===== src/rtl/rxd_pkg.sv =====
package rxd_pkg;

    localparam int BYTE_W     = 8;
    localparam int HDR_BYTES  = 4;
    localparam int LEN_W      = 11;
    localparam int CHK_LSB    = 16;
    localparam int HDR_W      = BYTE_W * HDR_BYTES;
    localparam int IDX_W      = $clog2(HDR_BYTES);

    typedef enum logic [1:0] {
        ST_HDR,
        ST_PAY,
        ST_PAD,
        ST_DROP
    } rxd_state_e;

    typedef enum logic [1:0] {
        HV_OK,
        HV_EMPTY,
        HV_BADCHK,
        HV_TOOLONG
    } hdr_verdict_e;

    typedef struct packed {
        logic [LEN_W-1:0] len;
        hdr_verdict_e     verdict;
    } hdr_info_t;

    function automatic logic [LEN_W-1:0] hdr_len(input logic [HDR_W-1:0] w);
        return w[LEN_W-1:0];
    endfunction

    function automatic logic [LEN_W-1:0] hdr_chk(input logic [HDR_W-1:0] w);
        return w[CHK_LSB +: LEN_W];
    endfunction

endpackage


===== src/rtl/rxd_hdr_capture.sv =====
module rxd_hdr_capture
    import rxd_pkg::*;
(
    input  logic              clk,
    input  logic              rst,
    input  logic              take,
    input  logic              last,
    input  logic [BYTE_W-1:0] din,
    output logic [HDR_W-1:0]  word,
    output logic              full
);

    logic [IDX_W-1:0]                      idx_q;
    logic [HDR_BYTES-2:0][BYTE_W-1:0]      held_q;

    assign full = (idx_q == IDX_W'(HDR_BYTES - 1));

    always_ff @(posedge clk) begin
        if (rst) begin
            idx_q <= '0;
        end else if (take) begin
            if (last || full) begin
                idx_q <= '0;
            end else begin
                idx_q <= idx_q + IDX_W'(1);
            end
        end
    end

    for (genvar g = 0; g < HDR_BYTES - 1; g++) begin : g_hold
        always_ff @(posedge clk) begin
            if (rst) begin
                held_q[g] <= '0;
            end else if (take && (idx_q == IDX_W'(g))) begin
                held_q[g] <= din;
            end
        end
        assign word[g*BYTE_W +: BYTE_W] = held_q[g];
    end

    // the final header byte is used straight from the input
    assign word[(HDR_BYTES-1)*BYTE_W +: BYTE_W] = din;

    // a transfer end inside the header restarts collection at byte 0
    p_idx_clear_r8: assert property (@(posedge clk) disable iff (rst)
        (take && last) |=> (idx_q == '0));

endmodule


===== src/rtl/rxd_hdr_check.sv =====
module rxd_hdr_check
    import rxd_pkg::*;
(
    input  logic [HDR_W-1:0] word,
    input  logic [LEN_W-1:0] max_len,
    output hdr_info_t        info
);

    logic [LEN_W-1:0] len;
    logic [LEN_W-1:0] chk;
    logic             unused_hdr_bits;

    assign len = hdr_len(word);
    assign chk = hdr_chk(word);
    assign unused_hdr_bits = ^{word[CHK_LSB-1:LEN_W], word[HDR_W-1:CHK_LSB+LEN_W]};

    always_comb begin
        info.len = len;
        if (chk != ~len) begin
            info.verdict = HV_BADCHK;
        end else if (len > max_len) begin
            info.verdict = HV_TOOLONG;
        end else if (len == '0) begin
            info.verdict = HV_EMPTY;
        end else begin
            info.verdict = HV_OK;
        end
    end

endmodule


===== src/rtl/rxd_frame_ctrl.sv =====
module rxd_frame_ctrl
    import rxd_pkg::*;
(
    input  logic       clk,
    input  logic       rst,
    input  logic       in_valid,
    input  logic       in_last,
    input  logic       out_ready,
    input  logic       hdr_full,
    input  hdr_info_t  hdr_info,
    output logic       in_ready,
    output logic       out_valid,
    output logic       out_sof,
    output logic       out_eof,
    output logic       hdr_take,
    output logic       hdr_err,
    output logic       len_err
);

    rxd_state_e        st_q;
    logic [LEN_W-1:0]  rem_q;
    logic              odd_q;
    logic              first_q;
    logic              fire;
    logic              rem_one;

    assign in_ready  = (st_q == ST_PAY) ? out_ready : 1'b1;
    assign fire      = in_valid && in_ready;
    assign hdr_take  = fire && (st_q == ST_HDR);
    assign rem_one   = (rem_q == LEN_W'(1));
    assign out_valid = (st_q == ST_PAY) && in_valid;
    assign out_sof   = (st_q == ST_PAY) && first_q;
    assign out_eof   = (st_q == ST_PAY) && (rem_one || in_last);

    always_ff @(posedge clk) begin
        if (rst) begin
            st_q    <= ST_HDR;
            rem_q   <= '0;
            odd_q   <= 1'b0;
            first_q <= 1'b0;
            hdr_err <= 1'b0;
            len_err <= 1'b0;
        end else begin
            hdr_err <= 1'b0;
            len_err <= 1'b0;
            if (fire) begin
                case (st_q)
                    ST_HDR: begin
                        if (in_last) begin
                            len_err <= 1'b1;
                        end else if (hdr_full) begin
                            case (hdr_info.verdict)
                                HV_BADCHK: begin
                                    hdr_err <= 1'b1;
                                    st_q    <= ST_DROP;
                                end
                                HV_TOOLONG: begin
                                    len_err <= 1'b1;
                                    st_q    <= ST_DROP;
                                end
                                HV_EMPTY: begin
                                    st_q <= ST_HDR;
                                end
                                default: begin
                                    st_q    <= ST_PAY;
                                    rem_q   <= hdr_info.len;
                                    odd_q   <= hdr_info.len[0];
                                    first_q <= 1'b1;
                                end
                            endcase
                        end
                    end
                    ST_PAY: begin
                        first_q <= 1'b0;
                        rem_q   <= rem_q - LEN_W'(1);
                        if (in_last) begin
                            st_q <= ST_HDR;
                            if (!rem_one || odd_q) begin
                                len_err <= 1'b1;
                            end
                        end else if (rem_one) begin
                            st_q <= odd_q ? ST_PAD : ST_HDR;
                        end
                    end
                    ST_PAD: begin
                        st_q <= ST_HDR;
                    end
                    default: begin
                        if (in_last) begin
                            st_q <= ST_HDR;
                        end
                    end
                endcase
            end
        end
    end

    // a payload phase is only open with bytes still owed
    p_pay_rem_nonzero_r9: assert property (@(posedge clk) disable iff (rst)
        (st_q == ST_PAY) |-> (rem_q != '0));

    // the pad phase only follows a frame of odd length
    p_pad_after_odd_r5: assert property (@(posedge clk) disable iff (rst)
        (st_q == ST_PAD) |-> odd_q);

    // the two error pulses never coincide
    p_err_exclusive_r11: assert property (@(posedge clk) disable iff (rst)
        !(hdr_err && len_err));

    // a header error is never accompanied by a payload beat
    p_hdr_err_quiet_r4: assert property (@(posedge clk) disable iff (rst)
        hdr_err |-> !out_valid);

    // a stalled payload byte leaves the remaining count untouched
    p_stall_hold_r10: assert property (@(posedge clk) disable iff (rst)
        (st_q == ST_PAY && in_valid && !out_ready) |=> $stable(rem_q));

endmodule


===== src/rtl/bulk_rx_deframer.sv =====
module bulk_rx_deframer
    import rxd_pkg::*;
(
    input  logic              clk,
    input  logic              rst,
    input  logic [LEN_W-1:0]  max_len,
    input  logic              in_valid,
    output logic              in_ready,
    input  logic [BYTE_W-1:0] in_data,
    input  logic              in_last,
    output logic              out_valid,
    input  logic              out_ready,
    output logic [BYTE_W-1:0] out_data,
    output logic              out_sof,
    output logic              out_eof,
    output logic              hdr_err,
    output logic              len_err
);

    logic             hdr_take;
    logic             hdr_full;
    logic [HDR_W-1:0] hdr_word;
    hdr_info_t        hdr_info;

    rxd_hdr_capture u_capture (
        .clk  (clk),
        .rst  (rst),
        .take (hdr_take),
        .last (in_last),
        .din  (in_data),
        .word (hdr_word),
        .full (hdr_full)
    );

    rxd_hdr_check u_check (
        .word    (hdr_word),
        .max_len (max_len),
        .info    (hdr_info)
    );

    rxd_frame_ctrl u_ctrl (
        .clk       (clk),
        .rst       (rst),
        .in_valid  (in_valid),
        .in_last   (in_last),
        .out_ready (out_ready),
        .hdr_full  (hdr_full),
        .hdr_info  (hdr_info),
        .in_ready  (in_ready),
        .out_valid (out_valid),
        .out_sof   (out_sof),
        .out_eof   (out_eof),
        .hdr_take  (hdr_take),
        .hdr_err   (hdr_err),
        .len_err   (len_err)
    );

    assign out_data = in_data;

    // nothing is offered downstream without an input byte behind it
    p_out_needs_in_r1: assert property (@(posedge clk) disable iff (rst)
        out_valid |-> in_valid);

endmodule


===== config.mk =====
export PLATFORM = sky130hd
export DESIGN_NAME = bulk_rx_deframer
export DESIGN_NICKNAME = d
export VERILOG_FILES = /design/src/rtl/rxd_pkg.sv /design/src/rtl/rxd_hdr_capture.sv /design/src/rtl/rxd_hdr_check.sv /design/src/rtl/rxd_frame_ctrl.sv /design/src/rtl/bulk_rx_deframer.sv
export SDC_FILE = /design/constraint.sdc
export NUM_CORES = 1
export LEC_CHECK = 0
export BUFFER_PORTS_ARGS = -buffer_cell sky130_fd_sc_hd__buf_4
export CAP_MARGIN = 20
export CORE_MARGIN = 3
export CORE_UTILIZATION = 43
export DETAILED_ROUTE_END_ITERATION = 8
export PLACE_DENSITY = 0.66
export SLEW_MARGIN = 20
export SYNTH_ARGS = -nofsm -noshare
export SYNTH_HDL_FRONTEND = slang
export SYNTH_SLANG_ARGS = --single-unit
export TNS_END_PERCENT = 5

===== constraint.sdc =====
create_clock -name clk -period 1.85 [get_ports clk]
set_input_delay 0.185 -clock clk [delete_from_list [all_inputs] [get_ports clk]]
set_output_delay 0.185 -clock clk [all_outputs]
set_load 0.02 [all_outputs]

# Yosys cells after proc, flatten, opt, wreduce, memory -nomap -nowiden
# Cells that the tools add are included.
[totals] register_bits=38 latch_bits=0 ram_bits=0 mem_bits_ro=0 in_bits=24 output_inout_bits=14 word_cells=85 n_memories=0
[classes] addsub=2 n_mul=0 n_div=0 magnitude_cmp=1 n_eq_ne=14 shift=0 muxes=28 bitwise_logic=6 n_reduce_logical=24
[op_table] op="two-way mux 11 bit" count=3
[op_table] op="case mux 11 bit (2 select lines)" count=1
[op_table] op="two-way mux 2 bit" count=9
[op_table] op="AND reduction 5 bit" count=3
[op_table] op="== test 11 x 1 -> 1 bit (second input constant)" count=1
[op_table] op="greater-than comparator 11 bit" count=1
[op_table] op="logical NOT 11 bit" count=1
[op_table] op="two-way mux 1 bit" count=11
[op_table] op="!= test 11 bit" count=1
[op_table] op="inverter 11 bit" count=1
[op_table] op="subtractor 11 x 1 -> 11 bit (second input constant)" count=1
[op_table] op="== test 2 bit (second input constant)" count=5
[op_table] op="logical AND 1 bit" count=8
[op_table] op="== test 2 x 1 -> 1 bit (second input constant)" count=3
[op_table] op="!= test 2 bit (second input constant)" count=3
[op_table] op="case mux 2 bit (3 select lines)" count=1
[op_table] op="inverter 1 bit" count=5
[op_table] op="OR reduction 5 bit" count=1
[op_table] op="logical NOT 2 bit" count=2
[op_table] op="case mux 1 bit (2 select lines)" count=2
[op_table] op="case mux 2 bit (2 select lines)" count=1
[op_table] op="nonzero test 4 bit" count=1
[op_table] op="OR reduction 2 bit" count=2
[op_table] op="logical OR 1 bit" count=3
[op_table] op="5 further kinds" count=5

# Depth between registers and ports, before layout
# Gate-level depths: netlist of run 1.
[logic_depth] depth_word=10 ltp_mapped=9 depth_no_buf=8

# By module
# Synthesis of run 1 repeated with hierarchy kept, for this count alone.
[unflattened] cells_unflattened=353 hier_area_um2=2942.8
[modules_own_cells] mod="rxd_hdr_capture" n_inst=1 cells_per_inst=133 area_each_um2=1224.9 seq_area_each_um2=520.5
[modules_own_cells] mod="rxd_frame_ctrl" n_inst=1 cells_per_inst=143 area_each_um2=1143.6 seq_area_each_um2=340.3
[modules_own_cells] mod="rxd_hdr_check" n_inst=1 cells_per_inst=69 area_each_um2=514.2 seq_area_each_um2=0.0
[modules_own_cells] mod="bulk_rx_deframer" n_inst=1 cells_per_inst=8 area_each_um2=60.1 seq_area_each_um2=0.0

# Worst setup path before layout of run 1
# OpenSTA, ideal clock, no wires.
[synth_timing] kind="reg-to-reg" start="register u_capture.held_q, in the netlist u_capture.word[9]" end="register u_ctrl.rem_q[5]" setup_ps=130 arrival_ps=1914 required_ps=1720 slack_ps=-195 path_stages_with_launch=8 n_path_buf=0 synth_period_minus_slack_ps=2045 path_cell_list="dfxtp_1 -> ha_1 -> a21o_1 -> a21o_1 -> a2111oi_4 -> o211ai_2 -> a221oi_2 -> o31ai_2"
[synth_via] elab_chain_len=8 word_cells_on_any_way=13 classes_between="1 x order compare; 5 x eq/ne; 3 x mux; 1 x bitwise; 3 x reduce/logical"
[synth_lines] element="start, declared" line="rxd_hdr_capture.sv:14" rtl="logic [HDR_BYTES-2:0][BYTE_W-1:0] held_q;"
[synth_lines] element="start signal, assigned by index" line="rxd_hdr_capture.sv:35" rtl="held_q[g] <= din;"
[synth_lines] element="parallel branches: the longest is 3 deep, another holds greater-than comparator 11 bit"
[synth_lines] element="two-way mux 2 bit *" line="rxd_hdr_check.sv:19" rtl="if (chk != ~len) begin"
[synth_lines] element="== test 2 bit / == test 2 x 1 -> 1 bit (equally long branches)" line="rxd_frame_ctrl.sv:52" rtl="case (hdr_info.verdict)"
[synth_lines] element="OR reduction 3 bit (no source line) *"
[synth_lines] element="!= test 2 bit (no source line) *"
[synth_lines] element="AND reduction 5 bit (no source line) *"
[synth_lines] element="end signal, assigned" line="rxd_frame_ctrl.sv:66" rtl="rem_q <= hdr_info.len;"
[synth_lines] element="end signal, assigned" line="rxd_frame_ctrl.sv:75" rtl="rem_q <= rem_q - LEN_W'(1);"
[synth_lines] element="end, declared" line="rxd_frame_ctrl.sv:21" rtl="logic [LEN_W-1:0] rem_q;"
# Every way passes the cells marked *.
# A chain may end at the register's enable or synchronous reset.

# Final worst setup path of run 1
# Same ends and word-level chain as after synthesis.

==> qor.csv, run 1 <==
stage,metric,value,unit
pwr,total power,1.907,mW
cells_and_area,share of layout cells above drive strength 1,32.24,%
floorplan,die height,82.04,um
yosys,Synth Instances,315,
floorplan,Die ar.,0.006730,mm2
clock_network,total CTS buffers,5,
worst_setup_path,Critical Path Source Type,register,
yosys,Synth top area share,30.60,%
timing,Setup Skew,0.008372,ns
timing,Tightest Pin Transition,0.4958,ns
status,status,finished with violations,
pwr,P per Cell Area,585.6,mW/mm2
pwr,VDD IR max,0.4038,mV
min_path,hold_sp,in_last,
min_path,Hold/Removal Path Class,in2reg,
cells_and_area,FILL cells,537,
yosys,Async SR Flop Fraction,0,%
min_path,Hold Path Stages,2,
routing,vias per inst,5.420,
flow_run,total of max-cap violations,0,
timing,period utilization,109.3,%
yosys,Synth Cell Area,0.002486,mm2
timing,RSZ-0062 raised after global routing,true,
routing,drt pass-1 iters,4,
cells_and_area,P&R area growth vs syn,31.00,%
worst_setup_path,worst reg-to-reg path cell count,9,
grt,GRT overflow,0,
worst_setup_path,R2R Path End,u_ctrl.rem_q[5],
yosys,yosys warns,0,
yosys,largest family of logic cells by synthesized area,simple AND/OR/NAND/NOR gates,
pwr,Leakage,1.370,nW
routing,Routed WL,6.848,mm
clock_network,clock-pin slew on the worst setup and hold paths,0.08,ns
yosys,post-synthesis sequential area ratio,30.60,%
grt,antenna violations before repair,0,
routing,Final ANT Viol Nets,0,
yosys,Syn Nets,356,
cells_and_area,Layout Cell Area excl Fill,0.003257,mm2
yosys,complex-gate fraction of the synthesized area,21.79,%
grt,first-pass GRT wire length,10.79,mm
worst_setup_path,Critical Path Fanout Max,8,
yosys,cell taking the most area after synthesis,dfxtp_1,
clock_network,CTS sink cnt,38,
place,DP Area,0.003057,mm2
yosys,"top cells by area, synth","dfxtp_1 31%, ha_1 8.6%, a21oi_1 6.6%",
worst_setup_path,Setup Crit Path Kind,reg2reg,
yosys,Mean Syn Cell Area,7.892,um2
worst_setup_path,Crit path arrival time,2.24,ns
routing,DRC Markers,0,
worst_setup_path,worst reg2reg startpoint,u_capture.word[9],
yosys,distinct cell type count after synthesis,52,
cells_and_area,area occupied by multi-input gates,0.001670,mm2
worst_setup_path,CP required,2.07,ns
clock_network,CTS H-tree depth,2,
timing,Peak Freq,494.7,MHz
yosys,mux cell area share after synthesis,1.208,%
routing,initial DRC count,157,
clock_network,CTS Buffer Depth,2,
yosys,simple-gate share of the synthesized area,23.40,%
worst_setup_path,critical path capture point type,register,
place,post-detail-place hpwl,5.055,mm
timing,Fin Setup TNS,-1.447,ns
grt,number of global-route vias before repair,2199,
grt,GRT Overall Usage,21.17,%
floorplan,site row count,27,
floorplan,Die X,82.04,um
clock_network,clock root buffer,clkbuf_8,
yosys,Main synth FF type,dfxtp_1,
min_path,Hold Path Sink,u_ctrl.hdr_err,
yosys,"EDFF count, synth",0,
timing,slew margin rel.,66.83,%
timing,final hold slack,0.1015,ns
timing,endpoints failing setup,17,
routing,DR WL/cell,15.63,um
place,Place WS,-0.1955,ns
worst_setup_path,"reg-to-reg slack, setup",-0.17,ns
floorplan,Initial Util,44.87,%
yosys,"flops & latches, synth",38,
yosys,XOR/XNOR Fraction of Synth Area,5.284,%
timing,Final Hold Viols,0,
routing,routed vias,2374,
cells_and_area,sequential standard cell area,774.5,um2
yosys,adder-cell area share of the yosys netlist,8.556,%
timing,"Slew Viols, Final",0,
place,GP Congestion,0.8690,
floorplan,Top Ports,38,
grt,largest net degree at the start of global routing,48,
floorplan,Core ar.,0.005540,mm2
place,port buffer count,37,
clock_network,Post-CTS Hold Fix Bufs,0,
timing,final worst setup slack,-0.1713,ns
clock_network,CTS tree,done,
status,failing checks,negative setup slack,
cells_and_area,Nets,406,
clock_network,later-pin clock latency in the skew report,0.30,ns
timing,post-route minimum period,2.021,ns
cells_and_area,n_diodes,0,
-- placed cells by master (no fill, tap or decap), types with 5 or more instances in the layout --
| master | instances |
|---|---|
| a21oi_1 | 29 |
| and3_1 | 5 |
| buf_4 | 67 |
| clkbuf_8 | 5 |
| dfxtp_1 | 31 |
| dfxtp_2 | 5 |
| ha_1 | 11 |
| ha_4 | 6 |
| inv_1 | 25 |
| nand2_1 | 44 |
| nand3_1 | 12 |
| nand4_1 | 6 |
| nor2_1 | 16 |
| o21ai_0 | 5 |
| xor2_1 | 13 |
-- per-layer routing --
metal / wire, um / track usage (%) / part of all wire, %
met1: 3211 / 28.14 / 47
met2: 3235 / 34.73 / 47
met3: 312 / 3.947 / 4.6
met4: 89 / 6.146 / 1.3
met5: 0 / 0 / 0
-- final cells by class --
class / instances / area share (%)
Clock buffer: 5 / 2.113
Inverter: 25 / 2.881
Sequential cell: 38 / 23.78
Tap cell: 72 / 2.766
Timing Repair Buffer: 68 / 15.79
Clock inverter: 3 / 1.383
Multi-Input combinational cell: 227 / 51.29
-- critical path, cell delays in order, from the launching register on --
cell and delay [ns]:
dfxtp_4 0.37, ha_4 0.21, a21o_1 0.15, a21o_1 0.19, a2111oi_4 0.27, buf_4 0.19
o211a_4 0.21, buf_4 0.12, nor3_2 0.03, o31ai_2 0.18
-- what timing repair did --
item,CTS,global route
endpoints found under the setup margin,18,17
resized for setup,6,11
pin swaps,4,9
buffers inserted,0,2
cloned,0,0
-- logic make-up after synthesis --
| logic type | Yosys count |
|---|---|
| AOI/OAI and AO/OA | 77 |
| adders and majority gates | 17 |
| muxes | 3 |
| xor gates and xnor gates | 15 |
| buffers and inverters | 50 |
| DFF | 38 |
| and+or+nand+nor | 115 |
-- worst max-delay path by stage --
stage                                 start              end  slack, ns  depth (start not counted)
after floorplan           u_capture.word[4]  u_ctrl.rem_q[5]      0.002                          7
after CTS                 u_capture.word[9]  u_ctrl.rem_q[5]      -0.14                          7
after global placement           max_len[4]  u_ctrl.rem_q[5]      -0.14                          9
after detailed placement         max_len[4]  u_ctrl.rem_q[5]      -0.20                          9
after global routing      u_capture.word[9]  u_ctrl.rem_q[5]      -0.25                          9
final                     u_capture.word[9]  u_ctrl.rem_q[5]      -0.17                          9
-- cells in the mapped netlist, types with 3 or more instances --
library cell	n
inv_1	25
a21o_1	4
xor2_1	13
ha_1	17
nor4_1	5
and3_1	6
dfxtp_1	38
nand3b_1	3
nand2_1	44
nand4_1	6
nor3_1	4
o41ai_1	4
nand3_1	12
o21ai_0	8
mux2i_1	3
o32ai_1	4
nor2_1	18
and2_1	3
buf_4	8
a211oi_1	4
clkbuf_1	14
a21oi_1	33
-- power by group --
group          internal, mW  switching [mW]
sequential            0.834          0.0152
combinational         0.152           0.171
clock                 0.401           0.334
total                  1.39           0.521
-- registers in the layout, summed over array words and instances, names as in the netlist --
name,flops
u_capture.word,19
u_ctrl.rem_q,11
u_capture.idx_q,2
u_ctrl.st_q,2
u_ctrl.first_q,1
u_ctrl.hdr_err,1
u_ctrl.len_err,1
u_ctrl.odd_q,1
-- stage by stage --
stage          instances  util, %
5_1_grt              438    58.79
2_1_floorplan        315        -
6_report             438    58.79
4_1_cts              436    57.45
3_5_place_dp         428    55.17
3_3_place_gp         428    55.17
Note: power is estimated with default switching activity, not from simulation.
==> inputs of run 2 (changes only) <==
--- a/config.mk
+++ b/config.mk
@@ -10,9 +10,9 @@
 export CORE_MARGIN = 3
 export CORE_UTILIZATION = 43
 export DETAILED_ROUTE_END_ITERATION = 8
-export PLACE_DENSITY = 0.66
 export SLEW_MARGIN = 20
 export SYNTH_ARGS = -nofsm -noshare
 export SYNTH_HDL_FRONTEND = slang
+export SYNTH_HIERARCHICAL = 1
 export SYNTH_SLANG_ARGS = --single-unit
 export TNS_END_PERCENT = 5
==> constraint.sdc (replaced) <==
create_clock -name clk -period 2.05 [get_ports clk]
set_input_delay 0.205 -clock clk [delete_from_list [all_inputs] [get_ports clk]]
set_output_delay 0.205 -clock clk [all_outputs]
set_load 0.02 [all_outputs]
==> run 2 against run 1 <==
Register-to-register slack got worse by 0.24 ns. Sequential share of layout area fell by 0.47 points. Largest cell class unchanged. Global-route usage fell by 1.8 points. Power grew 2.2%. Final cell count fell by 1.8%. Cell area grew 2.0%. Via count rose by 5.6%. Sequential power decreased by 5.9%. Routed wire length decreased by 0.29%. Hold slack improved by 0.082 ns. Clock power shrank 17%. The flow still finishes with violations (negative setup slack).
==> qor.csv, run 2 <==
stage,metric,value,unit,change
status,status,finished with violations,,
status,failing checks,negative setup slack,,
worst_setup_path,Crit path arrival time,2.69,ns,+0.45 ns
floorplan,Die ar.,0.007279,mm2,+8.2%
cells_and_area,max FFs per register,19,,unchanged
floorplan,Core ar.,0.005991,mm2,+8.1%
timing,Peak Freq,405.8,MHz,-18%
timing,Final Hold Viols,0,,unchanged
worst_setup_path,critical path's most frequent cell,a21oi_2,,
worst_setup_path,CP max-delay cell,or4_1,,
routing,DR WL/cell,15.88,um,+1.6%
worst_setup_path,critical path capture point type,register,,
pwr,Leakage,1.274,nW,-7.0%
floorplan,Initial Util,45.15,%,+0.28 points
min_path,Hold/Removal Path Class,in2reg,,
worst_setup_path,CP cell instances,ha_4 > a21oi_2 > o21ai_1 > a221o_1 > o21ai_2 > a21oi_2 > and4bb_2 > a22oi_2 > or4_1 > a31oi_1,,
clock_network,CTS tree,done,,
worst_setup_path,CP required,2.27,ns,+0.20 ns
worst_setup_path,"reg-to-reg slack, setup",-0.41,ns,-0.24 ns
timing,"Slew Viols, Final",0,,unchanged
floorplan,site row count,28,,+3.7%
routing,DRC Markers,0,,unchanged
yosys,Syn Nets,371,,+4.2%
routing,routed vias,2506,,+5.6%
routing,Final ANT Viol Nets,0,,unchanged
floorplan,Top Ports,38,,unchanged
timing,Tightest Pin Transition,0.5629,ns,+0.06707 ns
clock_network,CTS sink cnt,38,,unchanged
grt,met3 Usage GRT,4.175,%,+0.23 points
grt,GR met2 Demand/Resource,29.87,%,-4.9 points
cells_and_area,P&R area growth vs syn,22.80,%,
yosys,Synth Instances,328,,+4.1%
pwr,VDD IR max,0.4298,mV,+6.4%
place,port buffer count,37,,unchanged
timing,endpoints failing setup,15,,-2
timing,final worst setup slack,-0.4143,ns,-0.2430 ns
clock_network,clock root buffer,clkbuf_8,,
cells_and_area,n_diodes,0,,unchanged
place,Place WS,-0.4654,ns,-0.2699 ns
grt,GRT Overall Usage,19.33,%,-1.8 points
timing,post-route minimum period,2.464,ns,+0.4430 ns
place,post-detail-place hpwl,4.828,mm,-4.5%
routing,vias per inst,5.828,,+7.5%
clock_network,CTS H-tree depth,2,,unchanged
timing,RSZ-0062 raised after global routing,true,,
cells_and_area,most frequent cells in the layout,"63 x buf_4, 37 x a21oi_1, 29 x dfxtp_1",,
worst_setup_path,Critical Path Source Type,register,,
clock_network,clock-pin slew on the worst setup and hold paths,0.07,ns,about the same
worst_setup_path,Setup Crit Path Kind,reg2reg,,
timing,slew margin rel.,62.48,%,-4.3 points
worst_setup_path,CP max stage delay,0.48,ns,+0.11 ns
clock_network,Post-CTS Hold Fix Bufs,0,,unchanged
floorplan,Die X,85.32,um,+4.0%
clock_network,CTS Buffer Depth,2,,unchanged
flow_run,total of max-cap violations,0,,unchanged
worst_setup_path,Critical Path Fanout Max,4,,-4
place,GP Congestion,0.8393,,-3.4%
cells_and_area,Nets,398,,-2.0%
grt,GRT overflow,0,,unchanged
yosys,yosys warns,6,,+6
yosys,Mean Syn Cell Area,8.247,um2,+4.5%
cells_and_area,share of layout cells above drive strength 1,36.06,%,+3.8 points
yosys,Synth Cell Area,0.002705,mm2,+8.8%
cells_and_area,"commonest non-fill, non-tap cell in the layout",buf_4,,
timing,period utilization,120.2,%,+11 points
routing,Routed WL,6.828,mm,-0.29%
cells_and_area,final core utilization,55.45,%,-3.3 points
grt,largest net degree at the start of global routing,41,,-15%
pwr,P per Cell Area,586.9,mW/mm2,+0.21%
grt,number of global-route vias before repair,2299,,+4.5%
clock_network,later-pin clock latency in the skew report,0.29,ns,about the same
routing,initial DRC count,183,,+17%
grt,GR Util met1,27.55,%,-0.59 points
timing,Setup Skew,0.002344,ns,-0.006028 ns
grt,first-pass GRT wire length,11.50,mm,+6.6%
routing,drt pass-1 iters,5,,+1
floorplan,die height,85.32,um,+4.0%
grt,GR peak layer,met2,,
clock_network,total CTS buffers,5,,unchanged
grt,antenna violations before repair,0,,unchanged
clock_network,Post-CTS Setup Inserts,0,,unchanged
-- run 2: final timing paths --
| check | start | cells past startpoint | end |
|---|---|---|---|
| worst max register to register | u_capture/word[2] | 10 | u_ctrl/rem_q[10] |
| worst max-delay path | u_capture/word[2] | 10 | u_ctrl/rem_q[10] |
| worst min register to register | u_ctrl/first_q | 2 | u_ctrl/first_q |
| worst min-delay path | in_data[6] | 3 | u_capture/word[22] |
-- run 2: worst max-delay path: cells and delay by family, from the launching register on --
| kind | cells | cell delay, ns |
|---|---|---|
| compound gates | 7 | 1.05 |
| simple gates | 2 | 0.79 |
| flops | 1 | 0.35 |
| fa+ha+maj | 1 | 0.22 |
-- run 2: metrics by stage --
stage,setup TNS (ns),total power [mW],std cells,area [um2],hold slack [ns]
global route,-6.840,2.063,430,3322,0.1778
global placement,-5.000,1.324,423,3099,0.4597
floorplan,-3.363,1.178,328,2764,0.3449
detailed placement,-5.366,1.328,423,3099,0.4633
finish,-4.443,1.949,430,3322,0.1831
CTS,-4.390,1.947,430,3256,0.1727
-- run 2: final cells by class --
| type | instances | area, um2 |
|---|---|---|
| Tap cell | 75 | 93.84 |
| Sequential cell | 38 | 774.5 |
| Clock buffer | 7 | 107.6 |
| Timing Repair Buffer | 65 | 504.2 |
| Inverter | 23 | 86.33 |
| Multi-Input combinational cell | 222 | 1755 |
| Fill cell | 556 | 2669 |
-- run 2: power by group --
part	switching, mW	leakage [nW]	total [mW]	internal, mW
Clock	0.273	0.0555	0.613	0.340
Combinational	0.295	0.906	0.537	0.241
Sequential	0.0284	0.312	0.799	0.771
-- run 2: metal layers --
layer  share of wire [%]  routed length [um]  up-vias
met5                   0                   0        -
met1                  47                3188     1201
met2                  47                3235       82
li1                    -                   -     1213
met3                 5.1                 347       10
met4                0.81                  55        0
-- run 2: timing repair --
action,4_1_cts,5_1_grt
gates resized for setup,7,10
setup endpoints to repair,15,18
pin swaps,2,5
==> inputs of run 3 (changes only) <==
--- a/config.mk
+++ b/config.mk
@@ -5,11 +5,12 @@
 export SDC_FILE = /design/constraint.sdc
 export NUM_CORES = 1
 export LEC_CHECK = 0
-export BUFFER_PORTS_ARGS = -buffer_cell sky130_fd_sc_hd__buf_4
+export BUFFER_PORTS_ARGS = -buffer_cell sky130_fd_sc_hd__clkbuf_2
 export CAP_MARGIN = 20
 export CORE_MARGIN = 3
 export CORE_UTILIZATION = 43
 export DETAILED_ROUTE_END_ITERATION = 8
+export RECOVER_POWER = 50
 export SLEW_MARGIN = 20
 export SYNTH_ARGS = -nofsm -noshare
 export SYNTH_HDL_FRONTEND = slang
==> run 3 against run 2 <==
The flow still finishes with violations (negative setup slack). Fmax down 0.11%. Non-clock buffer count rose by 4. Setup slack got worse by 0.0027 ns. Power grew 5.0%. Sequential power about the same. Via count is 3.1% lower. Global-route usage decreased by 1.3 points.
==> qor.csv, run 3 (synthesis gave the netlist of run 2 again) <==
stage,metric,value,unit,change
routing,vias per inst,5.584,,-4.2%
timing,Setup Skew,0.008472,ns,+0.006127 ns
place,Place WS,-0.4660,ns,-0.0005990 ns
floorplan,die height,85.32,um,unchanged
routing,drt pass-1 iters,4,,-1
clock_network,later-pin clock latency in the skew report,0.29,ns,about the same
clock_network,CTS tree,done,,
clock_network,CTS sink cnt,38,,unchanged
routing,Final ANT Viol Nets,0,,unchanged
pwr,Switch Pwr,0.5942,mW,-0.42%
timing,Tightest Pin Transition,0.5986,ns,+0.03578 ns
pwr,VDD IR max,0.3540,mV,-18%
timing,RSZ-0062 raised after global routing,true,,
floorplan,Initial Util,45.15,%,unchanged
floorplan,Die ar.,0.007279,mm2,unchanged
cells_and_area,Non-Filler Instances,435,,+1.2%
cells_and_area,n_diodes,0,,unchanged
pwr,Comb pwr share,24.7,%,-2.8 points
routing,routed vias,2429,,-3.1%
min_path,Hold Path Stages,3,,unchanged
routing,routed wl met2,3.023,mm,-6.6%
routing,met3 WL,343,um,-1.2%
min_path,Hold Path Sink,u_capture/word[7],,
flow_run,total of max-cap violations,0,,unchanged
cells_and_area,P&R area growth vs syn,20.17,%,
worst_setup_path,CP required,2.27,ns,about the same
floorplan,Top Ports,38,,unchanged
worst_setup_path,critical path capture point type,register,,
routing,Metal-1 WL,3.153,mm,-1.1%
place,DP Area,0.003029,mm2,-2.3%
clock_network,clock root buffer,clkbuf_8,,
worst_setup_path,Critical Path Source Type,register,,
min_path,hold_sp,in_data[7],,
worst_setup_path,"reg-to-reg slack, setup",-0.42,ns,about the same
cells_and_area,Nets,402,,+1.0%
worst_setup_path,Critical Path Fanout Max,4,,unchanged
worst_setup_path,Setup Crit Path Kind,reg2reg,,
timing,period utilization,120.3,%,+0.13 points
clock_network,CTS H-tree depth,2,,unchanged
cells_and_area,final core utilization,54.26,%,-1.2 points
clock_network,total CTS buffers,5,,unchanged
timing,"Slew Viols, Final",0,,unchanged
cells_and_area,share of layout cells above drive strength 1,33.61,%,-2.4 points
status,failing checks,negative setup slack,,
cells_and_area,"commonest non-fill, non-tap cell in the layout",a21oi_1,,
clock_network,Post-CTS Hold Fix Bufs,0,,unchanged
grt,antenna violations before repair,0,,unchanged
routing,Top Layer Used,met4,,
cells_and_area,Layout Cell Area excl Fill,0.003251,mm2,-2.1%
clock_network,clock-pin slew on the worst setup and hold paths,0.08,ns,about the same
grt,GRT Overall Usage,18.05,%,-1.3 points
place,port buffer count,37,,unchanged
timing,Peak Freq,405.3,MHz,-0.11%
routing,DR WL/cell,15.06,um,-5.2%
timing,final hold slack,0.1687,ns,-0.01442 ns
place,DP Cell Count,426,,+0.71%
worst_setup_path,worst reg2reg startpoint,u_capture/word[5],,
clock_network,CTS Buffer Depth,2,,unchanged
routing,initial DRC count,244,,+33%
status,status,finished with violations,,
grt,number of global-route vias before repair,2144,,-6.7%
cells_and_area,max FFs per register,19,,unchanged
worst_setup_path,worst reg-to-reg path cell count,10,,unchanged
worst_setup_path,Crit path arrival time,2.68,ns,about the same
timing,slew margin rel.,60.09,%,-2.4 points
grt,GRT overflow,0,,unchanged
worst_setup_path,R2R Path End,u_ctrl/rem_q[10],,
floorplan,Die X,85.32,um,unchanged
timing,endpoints failing setup,15,,unchanged
pwr,Internal Pwr Total,1.453,mW,+7.4%
cells_and_area,FILL cells,570,,+2.5%
floorplan,site row count,28,,unchanged
grt,first-pass GRT wire length,10.66,mm,-7.3%
timing,final worst setup slack,-0.4170,ns,-0.002725 ns
cells_and_area,most frequent cells in the layout,"36 x a21oi_1, 31 x buf_4, 29 x dfxtp_1",,
min_path,Hold/Removal Path Class,in2reg,,
routing,DRC Markers,0,,unchanged
grt,largest net degree at the start of global routing,42,,+2.4%
pwr,P per Cell Area,629.7,mW/mm2,+7.3%
timing,post-route minimum period,2.467,ns,+0.002725 ns
pwr,clock network power share,36.4,%,+4.9 points
pwr,Sw Share,29.03,%,-1.6 points
routing,Routed WL,6.549,mm,-4.1%
place,GP Congestion,0.8081,,-3.7%
pwr,Leakage,1.254,nW,-1.6%
pwr,share of power burned in registers,38.9,%,-2.1 points
timing,Final Hold Viols,0,,unchanged
floorplan,Core ar.,0.005991,mm2,unchanged
place,post-detail-place hpwl,4.856,mm,+0.57%
==> run 3: power groups by stage <==
stage	clock network [mW]	logic (mW)	registers, mW
2_1_floorplan	0	0.361	0.817
3_5_place_dp	0	0.499	0.810
5_1_grt	0.794	0.555	0.801
6_report	0.746	0.505	0.796
4_1_cts	0.768	0.515	0.797
3_3_place_gp	0	0.496	0.810
==> run 3: repair_timing <==
item,CTS,global route
setup buffers,1,0
setup endpoints to repair,15,18
pin swaps,5,3
gates resized for setup,10,8
==> run 3: worst max path at each step <==
stage	start	slack (ns)	end
floorplan	u_capture/word[2]	-0.33	u_ctrl/rem_q[10]
global placement	max_len[2]	-0.42	u_ctrl/rem_q[6]
detailed placement	max_len[2]	-0.47	u_ctrl/rem_q[6]
CTS	u_capture/word[2]	-0.44	u_ctrl/rem_q[10]
global route	u_capture/word[2]	-0.51	u_ctrl/rem_q[4]
finish	u_capture/word[5]	-0.42	u_ctrl/rem_q[10]
==> run 3: cell type report <==
cell class                      instances  area [um2]  share of cell area (%)
Inverter                               23       86.33                   2.656
Sequential cell                        38       774.5                   23.83
Timing Repair Buffer                   69       414.1                   12.74
Tap cell                               75       93.84                   2.887
Clock buffer                            7       107.6                   3.310
Multi-Input combinational cell        222        1744                   53.66
Clock inverter                          1       30.03                  0.9238
==> run 3: critical path, stage by stage, from the launching register on <==
cell and delay, ns:
dfxtp_2 0.33, ha_1 0.28, nand4_1 0.11, nor2_2 0.05, a221o_1 0.32, o21ai_2 0.18, a21oi_2 0.08, and4bb_2 0.31
a22oi_2 0.08, or4_1 0.48, a31oi_1 0.16
==> run 3: through the flow <==
step	power [mW]	setup TNS (ns)
after global placement	1.306	-4.880
after global routing	2.150	-7.125
after detailed placement	1.309	-5.327
final	2.047	-4.415
after CTS	2.080	-4.980
after floorplan	1.178	-3.363
==> run 3: routing by layer <==
layer	GRT usage [%]	vias to the layer above
li1	-	1233
met5	0	-
met2	28.53	72
met4	3.885	0
met3	3.204	2
met1	25.65	1122
